`src/rtl/dbg_bit_tx_pkg.sv`:
```
package dbg_bit_tx_pkg;

    typedef enum logic [2:0] {
        ST_IDLE,
        ST_ARMED,
        ST_WAIT_HI,
        ST_HOLD_LO,
        ST_KICK,
        ST_RELEASE,
        ST_DONE
    } tx_state_e;

endpackage

```
`src/rtl/dbg_line_sync.sv`:
```
module dbg_line_sync #(
    parameter int STAGES = 2
) (
    input  logic clk,
    input  logic rst_n,
    input  logic d,
    output logic q
);
    logic [STAGES-1:0] chain;

    generate
        for (genvar i = 0; i < STAGES; i++) begin : g_stage
            if (i == 0) begin : g_first
                always_ff @(posedge clk or negedge rst_n) begin
                    if (!rst_n) chain[0] <= 1'b1;
                    else        chain[0] <= d;
                end
            end else begin : g_next
                always_ff @(posedge clk or negedge rst_n) begin
                    if (!rst_n) chain[i] <= 1'b1;
                    else        chain[i] <= chain[i-1];
                end
            end
        end
    endgenerate

    assign q = chain[STAGES-1];
endmodule

```
`src/rtl/dbg_bit_timer.sv`:
```
module dbg_bit_timer #(
    parameter int WIDTH = 4
) (
    input  logic             clk,
    input  logic             rst_n,
    input  logic             clr,
    input  logic             en,
    input  logic [WIDTH-1:0] limit,
    output logic             hit
);
    logic [WIDTH-1:0] cnt;

    always_ff @(posedge clk or negedge rst_n) begin
        if (!rst_n)   cnt <= '0;
        else if (clr) cnt <= '0;
        else if (en)  cnt <= cnt + 1'b1;
    end

    assign hit = en && (cnt == limit);

    // timer never runs past its programmed limit while counting
    AST_TIMER_BOUND: assert property (@(posedge clk) disable iff (!rst_n)
        en |-> (cnt <= limit));
endmodule

```
`src/rtl/dbg_bit_tx.sv`:
```
module dbg_bit_tx
    import dbg_bit_tx_pkg::*;
#(
    parameter int ONE_DELAY   = 7,
    parameter int LOW_CYCLES  = 13,
    parameter int SYNC_STAGES = 2
) (
    input  logic clk,
    input  logic rst_n,
    input  logic load,
    input  logic load_bit,
    input  logic pin_in,
    output logic drv_en,
    output logic drv_val,
    output logic busy,
    output logic done
);
    localparam int MAX_CNT = (ONE_DELAY > LOW_CYCLES) ? ONE_DELAY : LOW_CYCLES;
    localparam int CNT_W   = $clog2(MAX_CNT + 1);
    localparam logic [CNT_W-1:0] ONE_LIM  = CNT_W'(ONE_DELAY - 1);
    localparam logic [CNT_W-1:0] ZERO_LIM = CNT_W'(LOW_CYCLES - 1);

    tx_state_e        state, state_nx;
    logic             bit_q;
    logic             line_s, line_prev;
    logic             start_edge;
    logic             tmr_clr, tmr_en, tmr_hit;
    logic [CNT_W-1:0] tmr_lim;

    dbg_line_sync #(.STAGES(SYNC_STAGES)) u_sync (
        .clk  (clk),
        .rst_n(rst_n),
        .d    (pin_in),
        .q    (line_s)
    );

    always_ff @(posedge clk or negedge rst_n) begin
        if (!rst_n) line_prev <= 1'b1;
        else        line_prev <= line_s;
    end

    assign start_edge = (state == ST_ARMED) && line_prev && !line_s;

    assign tmr_lim = bit_q ? ONE_LIM : ZERO_LIM;
    assign tmr_clr = (state == ST_ARMED);
    assign tmr_en  = (state == ST_WAIT_HI) || (state == ST_HOLD_LO);

    dbg_bit_timer #(.WIDTH(CNT_W)) u_timer (
        .clk  (clk),
        .rst_n(rst_n),
        .clr  (tmr_clr),
        .en   (tmr_en),
        .limit(tmr_lim),
        .hit  (tmr_hit)
    );

    always_ff @(posedge clk or negedge rst_n) begin
        if (!rst_n) bit_q <= 1'b0;
        else if (load && (state == ST_IDLE || state == ST_DONE)) bit_q <= load_bit;
    end

    always_comb begin
        state_nx = state;
        unique case (state)
            ST_IDLE:    if (load) state_nx = ST_ARMED;
            ST_ARMED:   if (start_edge) state_nx = bit_q ? ST_WAIT_HI : ST_HOLD_LO;
            ST_WAIT_HI: if (tmr_hit) state_nx = ST_KICK;
            ST_HOLD_LO: if (tmr_hit) state_nx = ST_KICK;
            ST_KICK:    state_nx = ST_RELEASE;
            ST_RELEASE: if (line_s) state_nx = ST_DONE;
            ST_DONE:    state_nx = load ? ST_ARMED : ST_IDLE;
            default:    state_nx = ST_IDLE;
        endcase
    end

    always_ff @(posedge clk or negedge rst_n) begin
        if (!rst_n) state <= ST_IDLE;
        else        state <= state_nx;
    end

    always_comb begin
        drv_en  = 1'b0;
        drv_val = 1'b0;
        busy    = 1'b0;
        done    = 1'b0;
        unique case (state)
            ST_IDLE:    ;
            ST_ARMED:   busy = 1'b1;
            ST_WAIT_HI: busy = 1'b1;
            ST_HOLD_LO: begin busy = 1'b1; drv_en = 1'b1; end
            ST_KICK:    begin busy = 1'b1; drv_en = 1'b1; drv_val = 1'b1; end
            ST_RELEASE: busy = 1'b1;
            ST_DONE:    done = 1'b1;
            default:    ;
        endcase
    end

    AST_KICK_SINGLE: assert property (@(posedge clk) disable iff (!rst_n)
        (drv_en && drv_val) |=> !drv_en);
    AST_IDLE_RELEASED: assert property (@(posedge clk) disable iff (!rst_n)
        !busy |-> !drv_en);
    AST_DONE_ENDS_BUSY: assert property (@(posedge clk) disable iff (!rst_n)
        $fell(busy) |-> done);
    AST_DONE_PULSE: assert property (@(posedge clk) disable iff (!rst_n)
        done |=> !done);
    AST_LOAD_IGNORED: assert property (@(posedge clk) disable iff (!rst_n)
        (busy && load) |=> $stable(bit_q));
    AST_ONE_NEVER_LOW: assert property (@(posedge clk) disable iff (!rst_n)
        (drv_en && bit_q) |-> drv_val);
    AST_ZERO_LOW_FIRST: assert property (@(posedge clk) disable iff (!rst_n)
        (drv_en && drv_val && !bit_q) |-> $past(drv_en && !drv_val));
endmodule

```
`config.mk`:
```
export PLATFORM = sky130hd
export DESIGN_NAME = dbg_bit_tx
export DESIGN_NICKNAME = d
export VERILOG_FILES = /design/src/rtl/dbg_bit_tx_pkg.sv /design/src/rtl/dbg_line_sync.sv /design/src/rtl/dbg_bit_timer.sv /design/src/rtl/dbg_bit_tx.sv
export SDC_FILE = /design/constraint.sdc
export NUM_CORES = 1
export LEC_CHECK = 0
export BUFFER_PORTS_ARGS = -buffer_cell sky130_fd_sc_hd__buf_2
export CAP_MARGIN = 20
export CELL_PAD_IN_SITES_DETAIL_PLACEMENT = 0
export CELL_PAD_IN_SITES_GLOBAL_PLACEMENT = 2
export CORE_ASPECT_RATIO = 0.75
export CORE_MARGIN = 2
export CORE_UTILIZATION = 25
export DETAILED_ROUTE_END_ITERATION = 8
export GPL_TIMING_DRIVEN = 1
export PLACE_DENSITY_LB_ADDON = 0.1
export SYNTH_ARGS = -nofsm -noshare
export SYNTH_HDL_FRONTEND = slang
export SYNTH_SLANG_ARGS = --single-unit
```
`constraint.sdc`:
```
create_clock -name clk -period 2.7 [get_ports clk]
set_clock_uncertainty 0.2 [all_clocks]
set_input_delay 0.27 -clock clk [delete_from_list [all_inputs] [get_ports clk]]
set_output_delay 0.27 -clock clk [all_outputs]
set_load 0.005 [all_outputs]
```
==> results of run 1 <==
==> final cells by class <==
cell class	count	area share
repair buffers	10	0.08939
clock inverters	1	0.007449
clock buffers	3	0.03352
flip-flops and latches	11	0.4153
well taps	24	0.04469
multi-input cells	36	0.4097
==> per-layer routing <==
layer  routed length (µm)  share of wire
met5                    0              0
met4                    0              0
met3                   28          0.025
met2                  549           0.50
met1                  525           0.48
==> state kept, by name, summed over array words and instances, names as in the netlist <==
name and flops:
u_timer.cnt 4, line_prev 1, u_sync.chain 1, u_sync.q 1, bit_q 1, state 3
==> cell usage after synthesis <==
library cell  instances  share of area
nor4b_2               1          0.026
a221oi_1              1          0.015
dfrtp_1               8           0.35
nor3b_1               2          0.026
o21ai_1               1         0.0088
nor2b_2               1          0.015
nor3b_2               1          0.022
nor2_1                2          0.013
ha_1                  1          0.022
and2b_1               1          0.013
nand2_1               2          0.013
o21bai_1              3          0.040
a21o_1                1          0.013
buf_2                 3          0.026
o21ai_0               1         0.0088
nor3_1                1         0.0088
a22o_1                3          0.046
nand3_1               1         0.0088
a21oi_1               3          0.026
a311o_1               1          0.018
mux2_2                1          0.020
and3b_1               2          0.031
mux2_1                2          0.040
nand2b_1              2          0.022
o2bb2ai_1             1          0.015
nor2b_1               1          0.011
dfstp_2               3           0.14
==> cells by family after synthesis <==
group                      after synthesis  share of synthesized area
and+or+nand+nor                         17                     0.2110
AOI/OAI and AO/OA                       15                     0.1912
DFF                                     11                     0.4901
buffers and inverters                    3                    0.02637
muxes                                    3                    0.05934
adders and majority gates                1                    0.02197
==> stage by stage <==
stage,setup slack (ps),power (mW),util,hold WS (ps)
floorplan,1252,0.4929,-,-225.6
global placement,1038,0.5595,0.2995,-50.53
detailed placement,988.7,0.5553,0.2995,-48.69
CTS,827.1,0.6739,0.3223,4.851
global route,716.2,0.7274,0.3223,4.051
finish,844.6,0.6636,0.3223,10.94
==> critical path, cell delays in order, from the launching register on <==
cell	delay, ps
dfrtp_1	530
nor2b_2	330
a21o_1	150
buf_2	100
==> report_power, final <==
group | switching (mW) | internal, mW | leakage (nW)
clock network | 0.0596 | 0.0548 | 0.0177
registers | 0.0915 | 0.223 | 0.132
logic | 0.0962 | 0.139 | 0.153
total | 0.247 | 0.416 | 0.302
==> path summary, 6_finish.rpt <==
check / slack [ps] / cells past startpoint / start / end
worst max-delay path: 840 / 3 / state[1]$_DFFE_PN0P_ / drv_en
worst min-delay path: 10 / 2 / load_bit / bit_q$_DFFE_PN0P_
worst max register to register: 970 / 3 / state[2]$_DFFE_PN0P_ / bit_q$_DFFE_PN0P_
worst min register to register: 160 / 0 / u_sync.chain[0]$_DFF_PN1_ / u_sync.q$_DFF_PN1_
max in group asynchronous: 1850 / 2 / rst_n / line_prev$_DFF_PN1_
min in group asynchronous: 190 / 2 / rst_n / bit_q$_DFFE_PN0P_
==> timing repair <==
action / 4_1_cts / 5_1_grt
hold buffers: 2 / 0
endpoints found under the hold margin: 12 / 0
endpoints found under the setup margin: 0 / 0
==> results_dict.tcl, run 1 <==
set metrics [dict create \
    core-area_um2 2085 \
    multi_input_area_um2 275.3 \
    post_drt_wl_per_cell_um 12.99 \
    mappedNetlistArea_um2 569.3 \
    status "finished clean" \
    hold_class "input port to register" \
    ctsResizeCount 0 \
    drive_gt1_frac 0.3115 \
    cts_tree "done" \
    critical_path_class "register to output pin" \
    endpoint_kind "output pin" \
    cts_sinks 11 \
    p_per_area_nw_per_um2 987.6 \
    crit_fanout 12 \
    regArea_um2 279.0 \
    post-route-drc-count 0 \
    htree_num_levels 1 \
    clk_pin_slew_worst_paths_ps 80 \
    io-pin-count 9 \
    avgViaCountPerCell 4.882 \
    syn_to_final_growth_pct 18.02 \
    ys_seq_area_frac 0.4901 \
    antenna_found_initial 0 \
    ys_ff_latch 11 \
    cts_buffers 3 \
    nets 68 \
    start_kind "register" \
    crit_arrival_ps 1390 \
    setup_viol 0 \
    syn_avg_cell_area_um2 11.39 \
    initial_core_util 0.2731 \
    grt_pass1_vias 405 \
    die_w_um 59.10 \
    cap_violations 0 \
    max_slew.worst_pin.slew_ps 433.3 \
    use_met1 0.1314 \
    hpwl_um 807.2 \
    dr.pass1.iters 2 \
    yosysWarnings 0 \
    drv_slew 0 \
    clockBufferDepth 2 \
    required_ps 2230 \
    die_area_um2 2679 \
    port_buffers 8 \
    fp.dieH_um 45.33 \
    grt_overflow 0 \
    final_cells 85 \
    fmax_mhz 539.0 \
    place.gp.congestion 0.7661 \
    syn_inst 50 \
    grt_pass1_wl_um 1890 \
    cts_setup_buffers 0 \
    clk_latency_ps 270 \
    relSlewSlack 0.7112 \
    stdcell_area_um2 671.9 \
    grt_util_all_layers 0.1024 \
    final_cell_mix "8 x dfrtp_1, 8 x buf_2" \
    gr-max-usage-layer "met2" \
    n_antenna_cell 0 \
    period_share 0.6872 \
    rows 14 \
    use_met2 0.1467 \
    final.setup.tns_ps 0 \
    vias 415 \
    synth_nets 56 \
    finalHoldViolCount 0 \
    fillers 216 \
    grt_max_degree 16 \
    rsz0062_at_grt "false" \
    first_iter_violations 1 \
    finalCriticalPeriod_ps 1855 \
    drt-total-wl_um 1104 \
    ant_nets 0 \
    synth_cell_types 27 \
    dpl_cell_area_um2 624.3 \
    cts_root_buf "clkbuf_4" \
    gr-usage-met3 0.03438 \
    ir_drop_mv 0.3053 \
    dp.cells 79 \
    p_leak_nw 0.3022 \
]
(Power assumes the default switching activity.)
==> run 2: changes to the inputs <==
- clock period: 2.7 -> 1.85 ns (I/O delays scaled with it)
==> results_dict.tcl, run 2 (same netlist as run 1, synthesis figures left out) <==
set metrics [dict create \
    critical_path_class "register to output pin" \
    largestRegisters "u_timer.cnt (4), state (3)" \
    port_buffers 8 \
    final.setup.tns_ps 0 \
    cts_tree "done" \
    critPathBufInv 2 \
    drv_slew 0 \
    dp_slack_ps 279.0 \
    top_register "u_timer.cnt" \
    setup_viol 0 \
    ctsResizeCount 0 \
    core-area_um2 2085 \
    period_share 0.9071 \
    crit_arrival_ps 1290 \
    cp_slowest_stage_delay_ps 450 \
    dr.pass1.iters 4 \
    io-pin-count 9 \
    endpoint_kind "output pin" \
    start_kind "register" \
    drive_gt1_frac 0.3125 \
    p_leak_nw 0.3138 \
    initial_core_util 0.2731 \
    rrSetupSlack_ps 260 \
    grt_util_all_layers 0.1018 \
    die_w_um 59.10 \
    clockBufferDepth 2 \
    vias 436 \
    final_cell_mix "8 x dfrtp_1, 8 x buf_2" \
    multi_input_area_um2 275.3 \
    clk_latency_ps 260 \
    ant_nets 0 \
    dp.cells 81 \
    path_delay_family "flip-flops" \
    fp.dieH_um 45.33 \
    first_iter_violations 2 \
    setup_slack_ps 171.8 \
    required_ps 1460 \
    drt-total-wl_um 1168 \
    post_drt_wl_per_cell_um 13.27 \
    cts_sinks 11 \
    p_per_area_nw_per_um2 1454 \
    relSlewSlack 0.7471 \
    nets 71 \
    largest_reg_flops 4 \
    fmax_mhz 595.9 \
    rsz0062_at_grt "false" \
    crit_chain "buf_4 > nor3_1 > a21oi_1 > buf_2" \
    grt_max_degree 12 \
    grt_overflow 0 \
    avgViaCountPerCell 4.955 \
    crit_fanout 7 \
    r2r_cells 3 \
    ir_drop_mv 0.4765 \
    cap_violations 0 \
    final_cells 88 \
    max_slew.worst_pin.slew_ps 378.5 \
    cts_buffers 3 \
    status "finished clean" \
    r2r_end "bit_q$_DFFE_PN0P_" \
    grt_pass1_vias 421 \
    rr_startpoint "state[1]$_DFFE_PN0P_" \
    post-route-drc-count 0 \
    n_antenna_cell 0 \
    grt_pass1_wl_um 1925 \
    rows 14 \
    die_area_um2 2679 \
    cts_root_buf "clkbuf_4" \
    hold_class "input port to async pin" \
    finalHoldViolCount 0 \
    syn_to_final_growth_pct 22.20 \
    regArea_um2 279.0 \
    fillers 212 \
    clk_pin_slew_worst_paths_ps 70 \
    utilization 0.3337 \
    finalCriticalPeriod_ps 1678 \
    antenna_found_initial 0 \
    cp_slowest_cell "dfrtp_1" \
    place.gp.congestion 0.7359 \
    hpwl_um 903 \
    htree_num_levels 1 \
]
[run 2: changes by cell type in the layout (fill, tap and decap cells not counted)]
cell,change
buf_4,+2
dlygate4sd3_1,+1
clkbuf_1,+1
clkinv_2,-1
[run 2: final cells by class]
cell class                      instances  share of cell area
Multi-Input combinational cell         36              0.3957
Sequential cell                        11              0.4011
Tap cell                               24             0.04317
Clock buffer                            4             0.03777
Timing Repair Buffer                   13              0.1223
[run 2: per-stage QoR]
stage / total power [mW] / instance area [µm²] / hold slack (ps)
detailed placement: 0.8512 / 639.4 / -133.0
global placement: 0.8394 / 639.4 / -133.9
finish: 1.011 / 695.7 / 115.3
global route: 1.096 / 695.7 / 129.5
CTS: 1.023 / 695.7 / 118.5
floorplan: 0.7193 / 569.3 / -310.6
[run 2: metal layers]
layer,share of wire,GRT usage
met1,0.48,0.1263
met2,0.49,0.1644
met4,0.0086,0.02727
met3,0.024,0.04298
met5,0,0
[run 2: how the worst max path moves through the flow]
| stage | cells past startpoint | end | startpoint | slack (ps) |
|---|---|---|---|---|
| after floorplan | 3 | bit_q$_DFFE_PN0P_ | state[2]$_DFFE_PN0P_ | 400 |
| after global placement | 3 | bit_q$_DFFE_PN0P_ | state[2]$_DFFE_PN0P_ | 310 |
| after detailed placement | 3 | bit_q$_DFFE_PN0P_ | state[1]$_DFFE_PN0P_ | 280 |
| after CTS | 4 | busy | state[1]$_DFFE_PN0P_ | 170 |
| after global routing | 4 | busy | state[1]$_DFFE_PN0P_ | 120 |
| final | 4 | busy | state[1]$_DFFE_PN0P_ | 170 |
[run 2: repair_timing]
| item | CTS | global route |
|---|---|---|
| endpoints found under the setup margin | 0 | 0 |
| hold endpoints to repair | 13 | 0 |
| hold buffers | 3 | 0 |
| buffers inserted | 0 | 0 |
[run 2: worst register-to-register path, stage by stage, from the launching register on]
cell and delay [ps]:
dfrtp_1 450, nor2b_2 220, nor4b_2 270, mux2_1 340
[run 2: power breakdown]
| part | switching (mW) | total (mW) | internal [mW] | leakage, nW |
|---|---|---|---|---|
| Combinational | 0.179 | 0.404 | 0.225 | 0.167 |
| Clock | 0.0759 | 0.159 | 0.0833 | 0.0150 |
| Sequential | 0.123 | 0.448 | 0.326 | 0.132 |
==> run 3: changes to the inputs <==
- PLACE_DENSITY_LB_ADDON: 0.1 -> 0.2
==> results_dict.tcl, run 3 (same netlist as run 1, synthesis figures left out) <==
set metrics [dict create \
    start_kind "register" \
    grt_overflow 0 \
    first_iter_violations 13 \
    p_per_area_nw_per_um2 1428 \
    largestRegisters "u_timer.cnt (4), state (3)" \
    die_area_um2 2679 \
    final_cells 88 \
    core-area_um2 2085 \
    htree_num_levels 1 \
    post_drt_wl_per_cell_um 12.14 \
    mostFrequentLayoutCell "buf_2" \
    finalCriticalPeriod_ps 1729 \
    fillers 224 \
    status "finished clean" \
    cts_buffers 3 \
    dr.pass1.iters 4 \
    nets 71 \
    hold_class "input port to async pin" \
    rsz0062_at_grt "false" \
    r2r_cells 3 \
    endpoint_kind "output pin" \
    fp.dieH_um 45.33 \
    clockBufferDepth 2 \
    r2r_end "bit_q$_DFFE_PN0P_" \
    hpwl_um 814 \
    initial_core_util 0.2731 \
    utilization 0.3349 \
    dp.cells 81 \
    final.setup.tns_ps 0 \
    n_antenna_cell 0 \
    cts_root_buf "clkbuf_4" \
    crit_fanout 10 \
    final_cell_mix "8 x buf_2, 7 x dfrtp_1" \
    cts_setup_buffers 0 \
    place.gp.congestion 0.7389 \
    clk_latency_ps 270 \
    ir_drop_mv 0.5993 \
    top_register "u_timer.cnt" \
    relSlewSlack 0.7811 \
    grt_pass1_vias 415 \
    setup_slack_ps 120.9 \
    period_share 0.9346 \
    ant_nets 0 \
    grt_util_all_layers 0.09853 \
    dpl_cell_area_um2 639.4 \
    vias 411 \
    die_w_um 59.10 \
    drv_slew 0 \
    dp_slack_ps 254.6 \
    drive_gt1_frac 0.3438 \
    setup_viol 0 \
    whs_ps 109.3 \
    critical_path_class "register to output pin" \
    drt-total-wl_um 1068 \
    io-pin-count 9 \
    avgViaCountPerCell 4.670 \
    crit_arrival_ps 1340 \
    rr_startpoint "state[2]$_DFFE_PN0P_" \
    antenna_found_initial 0 \
    fmax_mhz 578.3 \
    clk_pin_slew_worst_paths_ps 80 \
    p_leak_nw 0.3148 \
    cts_sinks 11 \
    largest_reg_flops 4 \
    finalHoldViolCount 0 \
    syn_to_final_growth_pct 22.64 \
    grt_pass1_wl_um 1932 \
    cap_violations 0 \
    rows 14 \
    post-route-drc-count 0 \
    port_buffers 8 \
    stdcell_area_um2 698.2 \
    required_ps 1460 \
    p_total_uw 997.3 \
    grt_max_degree 12 \
    rrSetupSlack_ps 300 \
    max_slew.worst_pin.slew_ps 326.2 \
    cts_tree "done" \
]
==> run 3: layout make-up <==
| class | instances | area [µm²] | share of cell area |
|---|---|---|---|
| Clock buffer | 3 | 22.52 | 0.03226 |
| Tap cell | 24 | 30.03 | 0.04301 |
| Clock inverter | 1 | 5.005 | 0.007168 |
| Multi-Input combinational cell | 36 | 275.3 | 0.3943 |
| Sequential cell | 11 | 280.3 | 0.4014 |
| Timing Repair Buffer | 13 | 85.08 | 0.1219 |
==> run 3: worst max path at each step <==
stage,start,endpoint,cells past startpoint
final,state[2]$_DFFE_PN0P_,drv_en,4
after global routing,state[2]$_DFFE_PN0P_,drv_en,4
after CTS,state[2]$_DFFE_PN0P_,drv_en,4
after detailed placement,state[2]$_DFFE_PN0P_,bit_q$_DFFE_PN0P_,3
after global placement,state[2]$_DFFE_PN0P_,bit_q$_DFFE_PN0P_,3
after floorplan,state[2]$_DFFE_PN0P_,bit_q$_DFFE_PN0P_,3
==> run 3: critical path, cell delays in order, from the launching register on <==
cell and delay [ps]:
dfrtp_2 480, buf_4 180, nor3b_2 150, a21o_1 150, buf_2 120
==> run 3: what timing repair did <==
action                     4_1_cts  5_1_grt
setup endpoints to repair        0        1
hold endpoints to repair        13        0
gates resized for setup          0        1
hold buffers                     3        0
==> run 3: power by group <==
| group | switching [mW] | internal [mW] | leakage (nW) | total [mW] |
|---|---|---|---|---|
| combinational | 0.171 | 0.223 | 0.167 | 0.394 |
| sequential | 0.113 | 0.326 | 0.130 | 0.440 |
| clock | 0.0838 | 0.0799 | 0.0177 | 0.164 |
==> run 3: routing by layer <==
layer / vias to the layer above / part of all wire / global-route usage
li1: 216 / - / -
met1: 189 / 0.57 / 0.1396
met2: 6 / 0.39 / 0.1356
met3: 0 / 0.036 / 0.05158
met4: 0 / 0 / 0.01364
met5: - / 0 / 0
